===== src/rtl/ser9_pkg.sv =====
package ser9_pkg;

  typedef enum logic [1:0] {
    ST_IDLE = 2'd0,
    ST_DATA = 2'd1,
    ST_STOP = 2'd2
  } seq_state_t;

  // character length codes
  localparam logic [1:0] CL_8    = 2'b00;
  localparam logic [1:0] CL_9    = 2'b01;
  localparam logic [1:0] CL_7    = 2'b10;
  localparam logic [1:0] CL_LOOP = 2'b11;

  // stop period codes (2'b11 behaves as one stop bit)
  localparam logic [1:0] SP_ONE  = 2'b00;
  localparam logic [1:0] SP_TWO  = 2'b01;
  localparam logic [1:0] SP_FRAC = 2'b10;

endpackage


===== src/rtl/ser9_rst_sync.sv =====
module ser9_rst_sync (
  input  logic clk,
  input  logic arst_n,
  output logic rst_s_n
);

  logic [1:0] sync_q;

  always_ff @(posedge clk or negedge arst_n) begin
    if (!arst_n) sync_q <= '0;
    else         sync_q <= {sync_q[0], 1'b1};
  end

  assign rst_s_n = sync_q[1];

endmodule


===== src/rtl/ser9_hold_buf.sv =====
module ser9_hold_buf #(
  parameter int DATA_W = 8
) (
  input  logic              clk,
  input  logic              rst_n,
  input  logic              wr_en,
  input  logic [DATA_W-1:0] wr_data,
  input  logic              load,
  input  logic              reinit,
  output logic [DATA_W-1:0] buf_q,
  output logic              full_q
);

  logic [DATA_W-1:0] buf_n;
  logic              full_n;
  logic              buf_en;

  // reinit wins over a write in the same cycle; data is always retained
  always_comb begin
    buf_en = wr_en | load | reinit;
    buf_n  = buf_q;
    full_n = full_q;
    if (reinit) begin
      full_n = 1'b0;
    end else if (wr_en) begin
      buf_n  = wr_data;
      full_n = 1'b1;
    end else if (load) begin
      full_n = 1'b0;
    end
  end

  always_ff @(posedge clk or negedge rst_n) begin
    if (!rst_n) begin
      buf_q  <= '0;
      full_q <= 1'b0;
    end else if (buf_en) begin
      buf_q  <= buf_n;
      full_q <= full_n;
    end
  end

endmodule


===== src/rtl/ser9_shifter.sv =====
module ser9_shifter #(
  parameter int DATA_W = 8,
  parameter int SFT_W  = DATA_W + 2,
  parameter int CNT_W  = 4
) (
  input  logic              clk,
  input  logic              rst_n,
  input  logic              load,
  input  logic              shift,
  input  logic              reinit,
  input  logic [DATA_W-1:0] data,
  input  logic              bit9,
  input  logic [CNT_W-1:0]  ndata,
  output logic [SFT_W-1:0]  sft_q
);

  logic [SFT_W-1:0]  load_word;
  logic [SFT_W-1:0]  sft_n;
  logic [DATA_W:0]   src;
  logic              sft_en;

  assign src          = {bit9, data};
  assign load_word[0] = 1'b0;

  // data positions beyond the selected length are filled with stop level
  for (genvar gi = 0; gi <= DATA_W; gi++) begin : g_fill
    assign load_word[gi+1] = (CNT_W'(gi) < ndata) ? src[gi] : 1'b1;
  end

  always_comb begin
    sft_en = reinit | load | shift;
    if (reinit)    sft_n = '1;
    else if (load) sft_n = load_word;
    else           sft_n = {1'b1, sft_q[SFT_W-1:1]};
  end

  always_ff @(posedge clk or negedge rst_n) begin
    if (!rst_n)      sft_q <= '1;
    else if (sft_en) sft_q <= sft_n;
  end

endmodule


===== src/rtl/ser9_seq.sv =====
module ser9_seq
  import ser9_pkg::*;
#(
  parameter int OS_RATE    = 16,
  parameter int FRAC_TICKS = 14,
  parameter int CNT_W      = 4,
  parameter int TICK_W     = $clog2(OS_RATE),
  parameter int STOP_W     = $clog2(2 * OS_RATE + 1)
) (
  input  logic             clk,
  input  logic             rst_n,
  input  logic             os_tick,
  input  logic             buf_full,
  input  logic             reinit,
  input  logic [1:0]       stop_sel,
  input  logic [CNT_W-1:0] ndata,
  output logic             load,
  output logic             shift,
  output logic             idle
);

  seq_state_t        st_q, st_n;
  logic [TICK_W-1:0] tick_q, tick_n;
  logic [CNT_W-1:0]  left_q, left_n;
  logic [STOP_W-1:0] stop_q, stop_n;
  logic [STOP_W-1:0] stop_len;
  logic              bit_end, stop_done, seq_en;

  always_comb begin
    case (stop_sel)
      SP_TWO:  stop_len = STOP_W'(2 * OS_RATE);
      SP_FRAC: stop_len = STOP_W'(FRAC_TICKS);
      default: stop_len = STOP_W'(OS_RATE);
    endcase
    bit_end   = (st_q == ST_DATA) && os_tick && (tick_q == TICK_W'(OS_RATE - 1));
    stop_done = (st_q == ST_STOP) && os_tick && (stop_q == stop_len - 1'b1);
    load      = buf_full && !reinit && ((st_q == ST_IDLE) || stop_done);
    shift     = bit_end && !reinit;
    seq_en    = os_tick | load | reinit;

    st_n   = st_q;
    tick_n = tick_q;
    left_n = left_q;
    stop_n = stop_q;
    case (st_q)
      ST_DATA: if (os_tick) begin
        tick_n = tick_q + 1'b1;
        if (bit_end) begin
          left_n = left_q - 1'b1;
          if (left_q == CNT_W'(1)) begin
            st_n   = ST_STOP;
            stop_n = '0;
          end
        end
      end
      ST_STOP: if (os_tick) begin
        stop_n = stop_q + 1'b1;
        if (stop_done) st_n = ST_IDLE;
      end
      default: ;
    endcase
    if (load) begin
      st_n   = ST_DATA;
      tick_n = '0;
      left_n = ndata + CNT_W'(1);
    end
    if (reinit) begin
      st_n   = ST_IDLE;
      tick_n = '0;
      left_n = '0;
      stop_n = '0;
    end
  end

  always_ff @(posedge clk or negedge rst_n) begin
    if (!rst_n) begin
      st_q   <= ST_IDLE;
      tick_q <= '0;
      left_q <= '0;
      stop_q <= '0;
    end else if (seq_en) begin
      st_q   <= st_n;
      tick_q <= tick_n;
      left_q <= left_n;
      stop_q <= stop_n;
    end
  end

  assign idle = (st_q == ST_IDLE);

endmodule


===== src/rtl/ser9_tx.sv =====
module ser9_tx
  import ser9_pkg::*;
#(
  parameter int DATA_W     = 8,
  parameter int OS_RATE    = 16,
  parameter int FRAC_TICKS = 14
) (
  input  logic              clk,
  input  logic              rst_n,
  input  logic              os_tick,
  input  logic              wr_en,
  input  logic [DATA_W-1:0] wr_data,
  input  logic              bit9_ctl,
  input  logic [1:0]        char_len,
  input  logic [1:0]        stop_sel,
  input  logic              reinit,
  input  logic              rx_pin,
  output logic              tx_empty,
  output logic              txd,
  output logic              rx_sd
);

  localparam int SFT_W = DATA_W + 2;
  localparam int CNT_W = $clog2(SFT_W + 1);

  logic              rst_s_n;
  logic              load, shift, seq_idle, buf_full, loop_on;
  logic [DATA_W-1:0] buf_q;
  logic [SFT_W-1:0]  sft_word;
  logic [CNT_W-1:0]  ndata;

  ser9_rst_sync u_rst (
    .clk     (clk),
    .arst_n  (rst_n),
    .rst_s_n (rst_s_n)
  );

  // loopback forces the nine-bit frame
  always_comb begin
    case (char_len)
      CL_7:    ndata = CNT_W'(DATA_W - 1);
      CL_8:    ndata = CNT_W'(DATA_W);
      default: ndata = CNT_W'(DATA_W + 1);
    endcase
  end

  ser9_hold_buf #(.DATA_W(DATA_W)) u_buf (
    .clk     (clk),
    .rst_n   (rst_s_n),
    .wr_en   (wr_en),
    .wr_data (wr_data),
    .load    (load),
    .reinit  (reinit),
    .buf_q   (buf_q),
    .full_q  (buf_full)
  );

  ser9_seq #(
    .OS_RATE    (OS_RATE),
    .FRAC_TICKS (FRAC_TICKS),
    .CNT_W      (CNT_W)
  ) u_seq (
    .clk      (clk),
    .rst_n    (rst_s_n),
    .os_tick  (os_tick),
    .buf_full (buf_full),
    .reinit   (reinit),
    .stop_sel (stop_sel),
    .ndata    (ndata),
    .load     (load),
    .shift    (shift),
    .idle     (seq_idle)
  );

  ser9_shifter #(
    .DATA_W (DATA_W),
    .SFT_W  (SFT_W),
    .CNT_W  (CNT_W)
  ) u_sft (
    .clk    (clk),
    .rst_n  (rst_s_n),
    .load   (load),
    .shift  (shift),
    .reinit (reinit),
    .data   (buf_q),
    .bit9   (bit9_ctl),
    .ndata  (ndata),
    .sft_q  (sft_word)
  );

  assign loop_on  = (char_len == CL_LOOP);
  assign tx_empty = ~buf_full;
  assign txd      = loop_on | sft_word[0];
  assign rx_sd    = loop_on ? sft_word[0] : rx_pin;

endmodule


===== config.mk =====
export PLATFORM = sky130hd
export DESIGN_NAME = ser9_tx
export DESIGN_NICKNAME = d
export VERILOG_FILES = /design/src/rtl/ser9_pkg.sv /design/src/rtl/ser9_rst_sync.sv /design/src/rtl/ser9_hold_buf.sv /design/src/rtl/ser9_shifter.sv /design/src/rtl/ser9_seq.sv /design/src/rtl/ser9_tx.sv
export SDC_FILE = /design/constraint.sdc
export NUM_CORES = 1
export LEC_CHECK = 0
export BUFFER_PORTS_ARGS = -buffer_cell sky130_fd_sc_hd__buf_2
export CAP_MARGIN = 20
export CELL_PAD_IN_SITES_DETAIL_PLACEMENT = 1
export CELL_PAD_IN_SITES_GLOBAL_PLACEMENT = 1
export CORE_MARGIN = 2
export CORE_UTILIZATION = 35
export DETAILED_ROUTE_END_ITERATION = 10
export HOLD_SLACK_MARGIN = 0.1
export MAX_ROUTING_LAYER = met4
export PLACE_DENSITY_LB_ADDON = 0.12
export SYNTH_ARGS = -nofsm -noshare
export SYNTH_HDL_FRONTEND = slang
export SYNTH_SLANG_ARGS = --single-unit

===== constraint.sdc =====
create_clock -name clk -period 1.3 [get_ports clk]
set_input_delay 0.065 -clock clk [delete_from_list [all_inputs] [get_ports clk]]
set_output_delay 0.065 -clock clk [all_outputs]
set_load 0.01 [all_outputs]

==> key figures <==
Floorplanning
  – Full die area: 0.00643 mm²
  – Die Span Y: 80.2 µm
  – I/O Pins: 22
  – Initial core utilization: 36.7%
  – Core Rows: 27
  – Core Box Area: 0.00554 mm²
  – Chip width: 80.2 µm

Timing
  – Final setup fails: 27
  – Tightest hold margin: 0.137 ns
  – Fin. Hold Viols: 0
  – Final WS setup: -0.524 ns
  – Final period util: 140%
  – Post-layout min period: 1.82 ns
  – Final Max Tran Viols: 0
  – Final Skew: 0.00633 ns
  – Setup TNS: -11.93 ns
  – RSZ-0062 raised after global routing: true
  – Peak Freq: 548 MHz

Setup path
  – WS Path Type: flop to flop
  – CP Capture Type: flop
  – CP arrival: 2.05 ns
  – Cells along the critical path: or4b_4 -> o211ai_1 -> buf_4 -> a21oi_4 -> buf_6 -> o22ai_2 -> o311a_2
  – CP startpoint kind: flop
  – CP required: 1.53 ns
  – Crit path max fanout: 5
  – Largest stage delay on the critical path: 0.49 ns
  – CP max stage cell: or4b_4

CTS
  – Worst-Skew Late Latency: 0.29 ns
  – Clk sinks: 37
  – H-tree levels: 2
  – Max Root-Sink Buffers: 2
  – CTS buffer count: 5
  – CTS tree: yes
  – Clock-pin slew on the worst setup and hold paths: 0.07 ns
  – Root buffer cell: clkbuf_8

Placement
  – Buffers on Ports: 21
  – Hpwl dp: 4190 µm
  – DP Area: 0.00258 mm²
  – RD Place Congestion: 0.871
  – Placed cell count: 334
  – Worst slack, placed: -0.563 ns

Finish
  – Area occupied by multi-input gates: 0.00138 mm²
  – Share of layout cells above drive strength 1: 55.2%
  – Synthesis-to-finish area growth: 60.1%
  – Final nets: 325
  – Core Util, Final: 58.7%
  – Fillers: 607
  – Design area: 0.00325 mm²
  – Reg area: 938 µm²
  – Antenna diodes: 0
  – Cell Count, Final, Fillers Out: 369

Detailed routing
  – Drt total wl: 6490 µm
  – Wire length per cell: 17.6 µm
  – First DRT Iteration DRCs: 55
  – DRC: 0
  – Length of the first detailed-routing pass in iterations: 4
  – Via count: 1948
  – Antenna viol nets, final: 0
  – Vias per std cell: 5.28

Logic synthesis
  – Most frequent cell after synthesis: nand2_1
  – Mapped Nets: 239
  – Mapped Cells: 210
  – Synth top area cells: dfrtp_1 33%, dfstp_2 13%, ha_1 6.2%, nand2_1 5.5%, mux2_2 5.0%
  – Top FF cell, synth: dfrtp_1
  – Leading area contributor after synthesis: dfrtp_1
  – Post-synth EDFFs: 0
  – Ys async rst share: 100%
  – Synth warn: 0
  – Synth unique cells: 44
  – Post-synth top cells: 30 x nand2_1, 27 x dfrtp_1, 13 x a21oi_1
  – Post-synthesis sequential area ratio: 46.2%
  – Synth Area per Inst: 9.67 µm²
  – Top-area cell type share of the netlist area: 33.3%
  – Yosys reg bits: 37
  – Mapped Area: 0.00203 mm²

Pwr
  – Leak: 1.45 nW
  – VDD IR max: 0.718 mV
  – PwrDens: 950 mW/mm²
  – Power Total: 3.09 mW

GRT
  – Global-route wire length before repair: 9930 µm
  – Grt ovf: 0
  – Total GRT Usage: 20.5%
  – Vias in the first global route: 2049
  – Initial antenna violation count: 0
  – Largest net degree at the start of global routing: 30

Min path
  – Hold Crit Class: input port to flop

Flow run
  – # Max-Cap Violations: 0

Status
  – Status: finished with violations
  – Failing checks: setup timing
sequential cells by signal, summed over array words and instances (netlist names):
register / flops
u_sft.sft_q: 10
u_buf.buf_q: 8
u_seq.stop_q: 6
u_seq.left_q: 4
u_seq.tick_q: 4
u_rst.sync_q: 2
u_seq.st_q: 2
u_buf.full_q: 1
power breakdown:
part / internal [mW] / total, mW / switching, mW
Combinational: 0.452 / 0.867 / 0.415
Clock: 0.431 / 0.849 / 0.418
Sequential: 1.28 / 1.37 / 0.0933
Total: 2.16 / 3.09 / 0.927
per-layer routing:
metal	wire length, µm	up-vias	global-route usage, %	part of all wire [%]
li1	-	911	-	-
met5	0	-	-	0
met4	46	0	4.24	0.71
met3	117	8	3.15	1.8
met2	3710	30	37.8	57
met1	2610	999	23.5	40
final cells by class:
class	count	share of cell area, %
multi-input cells	154	42.3
flip-flops and latches	37	28.9
repair buffers	89	22.2
well taps	72	2.77
clock buffers	7	2.65
inverters	9	1.04
clock inverters	1	0.231
worst paths after layout:
check | endpoint | cells past startpoint | start | slack, ns
min in group asynchronous | u_seq.stop_q[2]$_DFFE_PN0P_ | 0 | u_rst.sync_q[1]$_DFF_PN0_ | 0.16
max | u_seq.left_q[3]$_DFFE_PN0P_ | 7 | u_seq.stop_q[4]$_DFFE_PN0P_ | -0.52
max in group asynchronous | u_rst.sync_q[1]$_DFF_PN0_ | 3 | rst_n | 0.56
min reg2reg | u_seq.stop_q[2]$_DFFE_PN0P_ | 0 | u_rst.sync_q[1]$_DFF_PN0_ | 0.16
max reg2reg | u_seq.left_q[3]$_DFFE_PN0P_ | 7 | u_seq.stop_q[4]$_DFFE_PN0P_ | -0.52
min | u_seq.stop_q[4]$_DFFE_PN0P_ | 3 | reinit | 0.14
kinds of logic after synthesis:
group	synth area share [%]
adder cells (fa/ha/maj)	6.16
other	0.185
AO/OA/AOI/OAI	15.5
XOR/XNOR	2.59
buffers and inverters	3.70
AND/OR/NAND/NOR	20.6
flip-flops	46.2
multiplexers	4.99
critical path, delay by kind of cell, from the launching register on:
family / cells / cell delay [ns]
flops: 1 / 0.38
simple gates: 1 / 0.49
compound gates: 4 / 0.56
buf+inv: 2 / 0.33
cells in the final DEF, fill, tap and decap left out, types with 7 or more instances in the layout:
cell,n
nand2_1,24
buf_6,8
a41oi_2,7
dfstp_2,10
buf_4,43
dlygate4sd3_1,12
mux2_2,9
nor2_2,7
buf_2,21
dfrtp_1,27
a21oi_1,7
repair_timing:
action	4_1_cts	5_1_grt
setup buffers	8	6
cloned	0	2
pin swaps	12	19
setup endpoints to repair	27	27
hold endpoints to repair	12	0
gates resized for setup	29	54
hold buffers	12	0
Note: power is estimated with default switching activity, not from simulation.
